File: src/rtl/set_reset_out_pkg.sv
package set_reset_out_pkg;
  typedef struct packed {
    logic setStb;
    logic clrStb;
  } portStrobes_t;
endpackage

File: src/rtl/setResetOutCtrl.sv
module setResetOutCtrl
  import set_reset_out_pkg::*;
#(
  parameter int ADDR_W   = 4,
  parameter int SET_ADDR = 14,
  parameter int CLR_ADDR = 15
) (
  input  logic              wrEn,
  input  logic [ADDR_W-1:0] wrAddr,
  output portStrobes_t      strobes
);
  localparam logic [ADDR_W-1:0] SetA = ADDR_W'(SET_ADDR);
  localparam logic [ADDR_W-1:0] ClrA = ADDR_W'(CLR_ADDR);

  always_comb begin
    strobes.setStb = wrEn && (wrAddr == SetA);
    strobes.clrStb = wrEn && (wrAddr == ClrA);
  end
endmodule

File: src/rtl/setResetOutData.sv
module setResetOutData
  import set_reset_out_pkg::*;
#(
  parameter int WIDTH = 8
) (
  input  logic             clk,
  input  logic             rstN,
  input  portStrobes_t     strobes,
  input  logic [WIDTH-1:0] wrData,
  output logic [WIDTH-1:0] portQ
);
  logic [WIDTH-1:0] setMask;
  logic [WIDTH-1:0] clrMask;
  logic [WIDTH-1:0] portNext;

  always_comb begin
    setMask  = strobes.setStb ? wrData : '0;
    clrMask  = strobes.clrStb ? wrData : '0;
    portNext = (portQ | setMask) & ~clrMask;
  end

  always_ff @(posedge clk or negedge rstN) begin
    if (!rstN) portQ <= '0;
    else       portQ <= portNext;
  end
endmodule

File: src/rtl/setResetOutMux.sv
module setResetOutMux #(
  parameter int WIDTH = 8
) (
  input  logic [WIDTH-1:0] portQ,
  input  logic [WIDTH-1:0] funcSel,
  input  logic [WIDTH-1:0] funcOd,
  input  logic [WIDTH-1:0] funcVal,
  output logic [WIDTH-1:0] pinOut,
  output logic [WIDTH-1:0] pinOe
);
  for (genvar i = 0; i < WIDTH; i++) begin : g_pin
    always_comb begin
      if (!funcSel[i]) begin
        pinOut[i] = ~portQ[i];
        pinOe[i]  = 1'b1;
      end else if (!funcOd[i]) begin
        pinOut[i] = ~funcVal[i];
        pinOe[i]  = 1'b1;
      end else begin
        pinOut[i] = 1'b0;
        pinOe[i]  = funcVal[i];
      end
    end
  end
endmodule

File: src/rtl/setResetOutPort.sv
module setResetOutPort
  import set_reset_out_pkg::*;
#(
  parameter int WIDTH    = 8,
  parameter int ADDR_W   = 4,
  parameter int SET_ADDR = 14,
  parameter int CLR_ADDR = 15
) (
  input  logic              clk,
  input  logic              rstN,
  input  logic              wrEn,
  input  logic [ADDR_W-1:0] wrAddr,
  input  logic [WIDTH-1:0]  wrData,
  input  logic [WIDTH-1:0]  funcSel,
  input  logic [WIDTH-1:0]  funcOd,
  input  logic [WIDTH-1:0]  funcVal,
  output logic [WIDTH-1:0]  pinOut,
  output logic [WIDTH-1:0]  pinOe
);
  portStrobes_t     strobes;
  logic [WIDTH-1:0] portQ;

  setResetOutCtrl #(.ADDR_W(ADDR_W), .SET_ADDR(SET_ADDR), .CLR_ADDR(CLR_ADDR)) u_ctrl (
    .wrEn(wrEn), .wrAddr(wrAddr), .strobes(strobes)
  );

  setResetOutData #(.WIDTH(WIDTH)) u_data (
    .clk(clk), .rstN(rstN), .strobes(strobes), .wrData(wrData), .portQ(portQ)
  );

  setResetOutMux #(.WIDTH(WIDTH)) u_mux (
    .portQ(portQ), .funcSel(funcSel), .funcOd(funcOd), .funcVal(funcVal),
    .pinOut(pinOut), .pinOe(pinOe)
  );
endmodule

File: config.mk
export PLATFORM = sky130hd
export DESIGN_NAME = setResetOutPort
export DESIGN_NICKNAME = d
export VERILOG_FILES = /design/src/rtl/set_reset_out_pkg.sv /design/src/rtl/setResetOutCtrl.sv /design/src/rtl/setResetOutData.sv /design/src/rtl/setResetOutMux.sv /design/src/rtl/setResetOutPort.sv
export SDC_FILE = /design/constraint.sdc
export NUM_CORES = 1
export LEC_CHECK = 0
export BUFFER_PORTS_ARGS = -buffer_cell sky130_fd_sc_hd__buf_2
export CORE_MARGIN = 4
export CORE_UTILIZATION = 36
export CTS_CLUSTER_DIAMETER = 120
export DETAILED_ROUTE_END_ITERATION = 8
export PLACE_DENSITY = 0.83
export SYNTH_ARGS = -nofsm -noshare
export SYNTH_HDL_FRONTEND = slang
export SYNTH_SLANG_ARGS = --single-unit
File: constraint.sdc
create_clock -name clk -period 1.3 [get_ports clk]
set_input_delay 0.26 -clock clk [delete_from_list [all_inputs] [get_ports clk]]
set_output_delay 0.26 -clock clk [all_outputs]
set_load 0.01 [all_outputs]
# Word level (Yosys, flattened, before mapping)
# Cells that the tools add are included.
word_totals:
  ff_bits: 8
  inputBits: 39
  output_inout_bits: 16
  word_cells: 58
op_classes:
  eq_ne: 2
  mux: 34
  bitwise_logic: 19
  reduce_logical: 2
ops:
  columns: ["cell", "count"]
  rows:
  - ["1-bit two-way mux", 32]
  - ["8-bit two-way mux", 2]
  - ["1-bit NOT", 16]
  - ["8-bit AND", 1]
  - ["4-bit == test, second input constant", 2]
  - ["8-bit NOT", 1]
  - ["8-bit OR", 1]
  - ["1-bit logical AND", 2]

# Longest topological paths before layout
# Gate-level depths: netlist of run 1.
logic_depth:
  depth_word: 5
  ltp_mapped: 4
  mapped_depth_nobuf: 3

# Modules after synthesis
# From an unflattened synthesis of run 1, not the netlist that was laid out.
unflattened:
  cells_unflattened: 54
  area_unflattened_um2: 584.3
modules_own_cells:
  columns: ["mod", "n_inst", "cells_each", "area_each_um2", "seq_area_each_um2"]
  rows:
  - ["setResetOutData", 1, 26, 356.6, 200.2]
  - ["setResetOutMux", 1, 24, 210.2, 0.0]
  - ["setResetOutCtrl", 1, 4, 17.5, 0.0]

# Least setup slack after synthesis of run 1
# Ideal clock, no wire load.
synth_timing:
  path_kind: "register -> output"
  startpoint: "register u_data.portQ[0]"
  endpoint: "output port pinOut[0]"
  arrival_ps: 645
  t_required_ps: 1040
  setup_slack_ps: 395
  stages_incl_launch_ff: 2
  n_path_buf: 0
  cell_sequence: "dfrtp_1 -> o21ai_0"
synth_via:
  elab_chain_cells: 2
synth_lines:
  columns: ["item", "line_no", "text"]
  rows:
  - ["start, declared", "setResetOutData.sv:10", "output logic [WIDTH-1:0] portQ"]
  - ["start signal, assigned", "setResetOutData.sv:24", "else portQ <= portNext;"]
  - ["1-bit NOT", "setResetOutMux.sv:14", "pinOut[i] = ~portQ[i];"]
  - ["1-bit two-way mux", "setResetOutMux.sv:13", "if (!funcSel[i]) begin"]
  - ["end, declared", "setResetOutPort.sv:17", "output logic [WIDTH-1:0] pinOut,"]
# No other way between the ends.

# Worst setup path in the final report of run 1
layout_timing:
  startpoint: "register u_data.portQ[7]"
  endpoint: "output port pinOut[7]"
# The elaborated chain is that of the path after synthesis.

==> reports/results.txt, run 1 <==
Drt first pass iters: 4
MaxCap Viol Count: 0
Clock Sinks: 8
Via Count: 648
Mapped Area: 518.0 um^2
Crit path max-delay family: flip-flops
Commonest non-fill, non-tap cells in the layout: buf_2 (54), nand2_1 (15)
CP Buf/Inv Count: 1
Cell count of the worst hold path: 2
Clk root buf: clkbuf_4
Remaining Overflow, GRT: 0
Placed Instances: 133
Worst slew pin tran: 0.3051 ns
Worst r2r src: u_data.portQ[6]
Hold Vio Cnt, Final: 0
Syn_area_per_cell: 7.848 um^2
I/O pin cnt: 55
Share of layout cells above drive strength 1: 46.72%
Initial Util: 38.84%
Initial antenna violation count: 0
Setup CP Type: flop to output port
Rel. slew slack: 79.66%
Yosys cell types: 12
First-pass GRT wire length: 2.063 mm
Htree depth: 1
CP startpoint kind: flop
Max reg flops: 8
Reg with most FFs: u_data.portQ
Pwr Density: 925.4 mW/mm^2
Peak supply drop: 0.5901 mV
Post-CTS setup buffer count: 0
Sequential share of the synthesized area: 38.65%
Clock buffer depth: 2
Tot GR Track Use: 13.50%
CORE AREA: 0.001334 mm^2
Setup slack, reg-to-reg: 0.64 ns
Fin cells: 137
Clk slew on worst S/H paths: 0.06 ns
Hold Path End: u_data.portQ[6]
Synthesized flop and latch total: 8
Port Buf Inserts: 54
Synth area leaders: dfrtp_1 (39%), mux2i_1 (14%), nand3b_1 (12%), nand2_1 (11%), o21ai_0 (7.7%)
# DRC: 0
Area grow syn2layout: 59.18%
Reg-to-Reg End: u_data.portQ[6]
Vias per cell: 4.730
FP Rows: 13
Routed len/inst: 11.15 um
Leakage: 0.0004870 uW
Max FO, Critical Path: 2
1st-iter DRT viols: 12
Worst-Skew Late Latency: 0.24 ns
Status: finished, final reports clean
CP endpoint kind: output port
Cell taking the most area after synthesis: dfrtp_1
Hold Path Class: input port to flop
Post_cts resized: 0
Crit path cell chain: o21ai_0 > buf_2
Hpwl dp: 1.285 mm
Most common cell after layout, fill and taps aside: buf_2
Largest net degree at the start of global routing: 10
Die Area: 0.002110 mm^2
Critical path's slowest cell: dfrtp_1
Final setup vio count: 0
Clock Skews: 0 ns
Die height: 45.93 um
CTS tree: yes
GP Congestion: 0.6640
Worst path max stage delay: 0.38 ns
TNS Setup: 0 ns
Hold buffer count at CTS: 1
FILL cells: 134
Period utilisation layout: 92.43%
Largest registers: u_data.portQ: 8 flops
Reg2Reg Depth: 2
Max Slew Vio Count: 0
Tmin final: 1.202 ns
Max Freq: 0.8322 GHz
Synth Warn #: 0
Min-delay src: wrData[6]
Inserted Clock Buffers: 3
Vias in the first global route: 591
Top-area cell type share of the netlist area: 38.65%
Crit path DAT: 0.94 ns
Post-Syn Nets: 105
Final core area utilization: 61.82%
Post-synthesis cell count: 66
Final ANT Viol Nets: 0
RSZ-0062 raised after global routing: false
Die Wd: 45.93 um
Final nets: 163
# diodes: 0
CP required: 1.04 ns
Hold_ws: 0.2076 ns
Detailed Route WL: 1.527 mm
## layer usage
| metal | GRT usage [%] | part of all wire [%] | vias up |
|---|---|---|---|
| li1 | - | - | 332 |
| met5 | 0 | 0 | - |
| met2 | 28.57 | 53 | 35 |
| met1 | 11.54 | 33 | 281 |
| met3 | 3.953 | 14 | 0 |
| met4 | 3.409 | 0 | 0 |
## worst max path at each step
stage	endpoint	slack, ns	depth (start not counted)	startpoint
CTS	pinOut[2]	0.09	2	u_data.portQ[2]
global route	pinOut[0]	0.01	2	u_data.portQ[0]
finish	pinOut[7]	0.1	2	u_data.portQ[7]
floorplan	pinOut[0]	0.40	1	u_data.portQ[0]
global placement	u_data.portQ[0]	0.25	4	wrAddr[2]
detailed placement	u_data.portQ[0]	0.20	4	wrAddr[2]
## layout make-up
cell class / count / area [um^2] / area share (%)
Clock buffer: 3 / 22.52 / 2.731
Inverter: 7 / 26.28 / 3.187
Multi-Input combinational cell: 49 / 276.5 / 33.54
Sequential cell: 8 / 200.2 / 24.28
Tap cell: 15 / 18.77 / 2.276
Timing Repair Buffer: 55 / 280.3 / 33.99
## through the flow
step	total power, uW	area [um^2]	setup WS, ns
after global routing	812.6	824.5	0.01250
after detailed placement	584.3	792.0	0.2049
after floorplan	450.9	518.0	0.3952
after CTS	773.1	824.5	0.08973
after global placement	569.7	792.0	0.2544
final	763.0	824.5	0.09840
## worst register-to-register path, cell delays in order, from the launching register on
cell and delay, ns:
dfrtp_1 0.38, a21oi_1 0.11, a31oi_1 0.05
## cell usage after synthesis
| cell | number |
|---|---|
| buf_6 | 1 |
| dfrtp_1 | 8 |
| nor2_1 | 8 |
| and4_1 | 1 |
| o21ai_0 | 8 |
| mux2i_1 | 7 |
| nand2_1 | 15 |
| inv_1 | 7 |
| buf_1 | 1 |
| nand3b_1 | 8 |
| a31oi_1 | 1 |
| a21oi_1 | 1 |
## report_power, final
group          leakage (uW)  total (uW)  internal (uW)  switching (uW)
Combinational      0.000385         242            123             119
Clock             0.0000138         183            105            78.2
Sequential        0.0000885         338            307            30.2
Total              0.000487         763            536             227
## cell families after synthesis
group / after synthesis / synth area share (%)
and+or+nand+nor: 32 / 29.95
AOI/OAI and AO/OA: 10 / 9.904
buffers and inverters: 9 / 7.971
DFF: 8 / 38.65
muxes: 7 / 13.53
Note: power is estimated with default switching activity, not from simulation.
==> inputs of run 2 (changes only) <==
--- a/config.mk
+++ b/config.mk
@@ -10,7 +10,7 @@
 export CORE_UTILIZATION = 36
 export CTS_CLUSTER_DIAMETER = 120
 export DETAILED_ROUTE_END_ITERATION = 8
-export PLACE_DENSITY = 0.83
+export PLACE_DENSITY = 0.89
 export SYNTH_ARGS = -nofsm -noshare
 export SYNTH_HDL_FRONTEND = slang
 export SYNTH_SLANG_ARGS = --single-unit
==> reports/results.txt, run 2 (same netlist as run 1, synthesis figures left out) <==
FP Rows: 13
Via Count: 644
Reg-to-Reg End: u_data.portQ[6]
Most common cell after layout, fill and taps aside: buf_2
Peak supply drop: 0.4223 mV
Setup CP Type: flop to output port
I/O pin cnt: 55
Post-CTS setup buffer count: 0
First-pass GRT wire length: 2.070 mm
TNS Setup: 0 ns
RSZ-0062 raised after global routing: false
Final setup vio count: 0
Max Freq: 0.8389 GHz
# diodes: 0
Hold_ws: 0.2054 ns
Period utilisation layout: 91.70%
Detailed Route WL: 1.410 mm
Vias in the first global route: 571
Die Area: 0.002110 mm^2
Max FO, Critical Path: 2
Final nets: 163
Worst slew pin tran: 0.2984 ns
Area grow syn2layout: 59.18%
Worst r2r src: u_data.portQ[6]
Hold Vio Cnt, Final: 0
Die Wd: 45.93 um
Share of layout cells above drive strength 1: 46.72%
Leakage: 0.0004870 uW
Crit path capture: pinOut[7]
Hpwl dp: 1.211 mm
Remaining Overflow, GRT: 0
Rel. slew slack: 80.11%
Final ANT Viol Nets: 0
Tmin final: 1.192 ns
CP startpoint kind: flop
Initial Util: 38.84%
Initial antenna violation count: 0
GP Congestion: 0.6124
Tot GR Track Use: 13.75%
Reg2Reg Depth: 2
Pwr Density: 923.2 mW/mm^2
Clock Sinks: 8
CP endpoint kind: output port
Reg with most FFs: u_data.portQ
Hold Path Class: input port to flop
Setup slack, reg-to-reg: 0.64 ns
Status: finished, final reports clean
Commonest non-fill, non-tap cells in the layout: buf_2 (54), nand2_1 (15)
Largest net degree at the start of global routing: 10
1st-iter DRT viols: 2
Port Buf Inserts: 54
CORE AREA: 0.001334 mm^2
Drt first pass iters: 4
Max reg flops: 8
MaxCap Viol Count: 0
CP required: 1.04 ns
Die height: 45.93 um
Htree depth: 1
Routed len/inst: 10.29 um
# DRC: 0
Clk root buf: clkbuf_4
Largest registers: u_data.portQ: 8 flops
Clock Skews: 0 ns
Clk slew on worst S/H paths: 0.06 ns
Max Slew Vio Count: 0
Inserted Clock Buffers: 3
Clock buffer depth: 2
CTS tree: yes
Crit path DAT: 0.93 ns
Worst-Skew Late Latency: 0.25 ns
Critical Path Start: u_data.portQ[7]
Vias per cell: 4.701
[run 2: cell counts in the layout (fill, tap and decap cells not counted)]
Identical to the previous run, type by type.
[run 2: timing repair]
item | CTS | global route
hold buffers | 1 | 0
gates resized for setup | 0 | 0
hold endpoints to repair | 8 | 0
endpoints found under the setup margin | 0 | 0
[run 2: final cells by class]
class	instances	area (um^2)
inverters	7	26.28
clock buffers	3	22.52
well taps	15	18.77
multi-input cells	49	276.5
fillers	123	509.2
repair buffers	55	280.3
flip-flops and latches	8	200.2
[run 2: through the flow]
step | cell area [um^2] | power [uW] | instances | setup WS, ns | utilization, %
after global routing | 824.5 | 832.3 | 137 | 0.03555 | 61.82
after detailed placement | 792.0 | 578.2 | 133 | 0.2247 | 59.38
final | 824.5 | 761.2 | 137 | 0.1079 | 61.82
after floorplan | 518.0 | 450.9 | 66 | 0.3952 | -
after CTS | 824.5 | 777.8 | 137 | 0.09900 | 61.82
after global placement | 792.0 | 568.9 | 133 | 0.2537 | 59.38
[run 2: power breakdown]
group          switching (uW)  leakage [uW]  internal (uW)
logic                     115      0.000385            123
clock network            84.1     0.0000138            106
registers                26.3     0.0000885            307
[run 2: metal layers]
metal  up-vias  GRT usage (%)  routed length [um]
met5         -              0                   0
met2        33          25.00                 713
met1       279          12.74                 473
met4         0          8.523                   7
li1        330              -                   -
met3         2          4.743                 216
[run 2: worst min-delay path by stage]
| stage | start | end | slack [ns] | cells after the start |
|---|---|---|---|---|
| 4_1_cts | wrData[6] | u_data.portQ[6] | 0.20 | 2 |
| 5_1_grt | wrData[6] | u_data.portQ[6] | 0.20 | 2 |
| 3_3_place_gp | rstN | u_data.portQ[6] | 0.11 | 1 |
| 6_report | wrData[6] | u_data.portQ[6] | 0.21 | 2 |
| 3_5_place_dp | rstN | u_data.portQ[0] | 0.11 | 1 |
| 2_1_floorplan | rstN | u_data.portQ[0] | -0.04 | 0 |
[run 2: worst max-delay path: stages, from the launching register on]
cell	delay, ns
dfrtp_1	0.38
o21ai_0	0.15
buf_2	0.15
==> inputs of run 3 (changes only) <==
==> constraint.sdc (replaced) <==
create_clock -name clk -period 1.3 [get_ports clk]
set_input_delay 0.26 -clock clk [delete_from_list [all_inputs] [get_ports clk]]
set_output_delay 0.26 -clock clk [all_outputs]
set_load 0.05 [all_outputs]
==> reports/results.txt, run 3 (same netlist as run 1, synthesis figures left out) <==
Commonest non-fill, non-tap cells in the layout: buf_2 (46), nand2_1 (15)
Max reg flops: 8
Cell count of the worst hold path: 2
Max Freq: 0.7858 GHz
Crit path DAT: 1.01 ns
Hold Vio Cnt, Final: 0
Status: finished, final reports clean
Vias in the first global route: 570
First-pass GRT wire length: 2.187 mm
Die Wd: 45.93 um
Largest registers: u_data.portQ: 8 flops
Clock Skews: 0 ns
Initial antenna violation count: 0
Period utilisation layout: 97.89%
Setup slack, reg-to-reg: 0.62 ns
Share of layout cells above drive strength 1: 53.28%
Final setup vio count: 0
1st-iter DRT viols: 5
Setup CP Type: flop to output port
CP startpoint kind: flop
# diodes: 0
Final ANT Viol Nets: 0
Worst slew pin tran: 0.3123 ns
Die Area: 0.002110 mm^2
Area grow syn2layout: 70.29%
CORE AREA: 0.001334 mm^2
# DRC: 0
CP required: 1.04 ns
Final nets: 163
Pwr Density: 1105 mW/mm^2
Hold Path End: u_data.portQ[6]
Total design power: 974.7 uW
FP Rows: 13
Worst-Skew Late Latency: 0.25 ns
Tmin final: 1.273 ns
Clock Sinks: 8
Htree depth: 1
GP Congestion: 0.6853
Die height: 45.93 um
Hpwl dp: 1.323 mm
Clock buffer depth: 2
Hold_ws: 0.1974 ns
Most common cell after layout, fill and taps aside: buf_2
Rel. slew slack: 79.18%
Drt first pass iters: 4
Vias per cell: 4.752
Hold Path Class: input port to flop
Max FO, Critical Path: 2
CP endpoint kind: output port
Min-delay src: wrData[6]
Peak supply drop: 0.6626 mV
Remaining Overflow, GRT: 0
Largest net degree at the start of global routing: 10
Routed len/inst: 11.91 um
Clk slew on worst S/H paths: 0.06 ns
Clk root buf: clkbuf_4
Inserted Clock Buffers: 3
Leakage: 0.0005050 uW
CTS tree: yes
Reg2Reg Depth: 2
MaxCap Viol Count: 0
Worst r2r src: u_data.portQ[6]
Tot GR Track Use: 14.47%
Initial Util: 38.84%
FILL cells: 111
I/O pin cnt: 55
Reg with most FFs: u_data.portQ
Port Buf Inserts: 54
Max Slew Vio Count: 0
Via Count: 651
Detailed Route WL: 1.631 mm
Reg-to-Reg End: u_data.portQ[6]
## run 3: critical path: stages (launching register included)
cell     delay (ns)
dfrtp_1        0.39
o21ai_2        0.18
buf_6          0.18
## run 3: metrics by stage
| stage | utilization [%] | setup TNS [ns] | instance area [um^2] | setup WS, ns | std cells |
|---|---|---|---|---|---|
| 6_report | 66.14 | 0 | 882.1 | 0.02747 | 137 |
| 5_1_grt | 66.14 | -0.01277 | 882.1 | -0.01277 | 137 |
| 4_1_cts | 65.01 | 0 | 867.1 | 0.006415 | 137 |
| 3_5_place_dp | 61.63 | 0 | 822.0 | 0.1775 | 133 |
| 3_3_place_gp | 61.63 | 0 | 822.0 | 0.2169 | 133 |
| 2_1_floorplan | - | 0 | 548.0 | 0.2036 | 66 |
## run 3: what timing repair did
action | CTS | global route
resized for setup | 5 | 7
setup buffers | 0 | 0
setup endpoints to repair | 5 | 4
pin swaps | 0 | 0
endpoints found under the hold margin | 8 | 0
hold buffers | 1 | 0
## run 3: how the worst max path moves through the flow
stage	slack [ns]	depth (start not counted)	startpoint	to
3_3_place_gp	0.22	5	funcVal[3]	pinOut[3]
3_5_place_dp	0.18	5	funcVal[5]	pinOut[5]
2_1_floorplan	0.20	1	u_data.portQ[0]	pinOut[0]
5_1_grt	-0.01	2	u_data.portQ[6]	pinOut[6]
6_report	0.03	2	u_data.portQ[6]	pinOut[6]
4_1_cts	0.006	2	u_data.portQ[3]	pinOut[3]
## run 3: power breakdown
group | total, uW | switching (uW) | internal (uW)
logic | 436 | 272 | 164
registers | 352 | 43.9 | 308
clock network | 187 | 81.2 | 105
## run 3: layout make-up
| type | instances | area (um^2) | share of cell area (%) |
|---|---|---|---|
| tap | 15 | 18.77 | 2.128 |
| timing repair buffer | 55 | 307.8 | 34.89 |
| sequential | 8 | 200.2 | 22.70 |
| clock buffer | 3 | 22.52 | 2.553 |
| multi-input combinational | 49 | 306.5 | 34.75 |
| inverter | 7 | 26.28 | 2.979 |
## run 3: metal layers
layer	vias up	routed length (um)	global-route usage, %
met2	39	837	29.12
met5	-	0	0
met1	281	536	12.74
met4	0	0	1.705
met3	0	257	7.115
li1	331	-	-
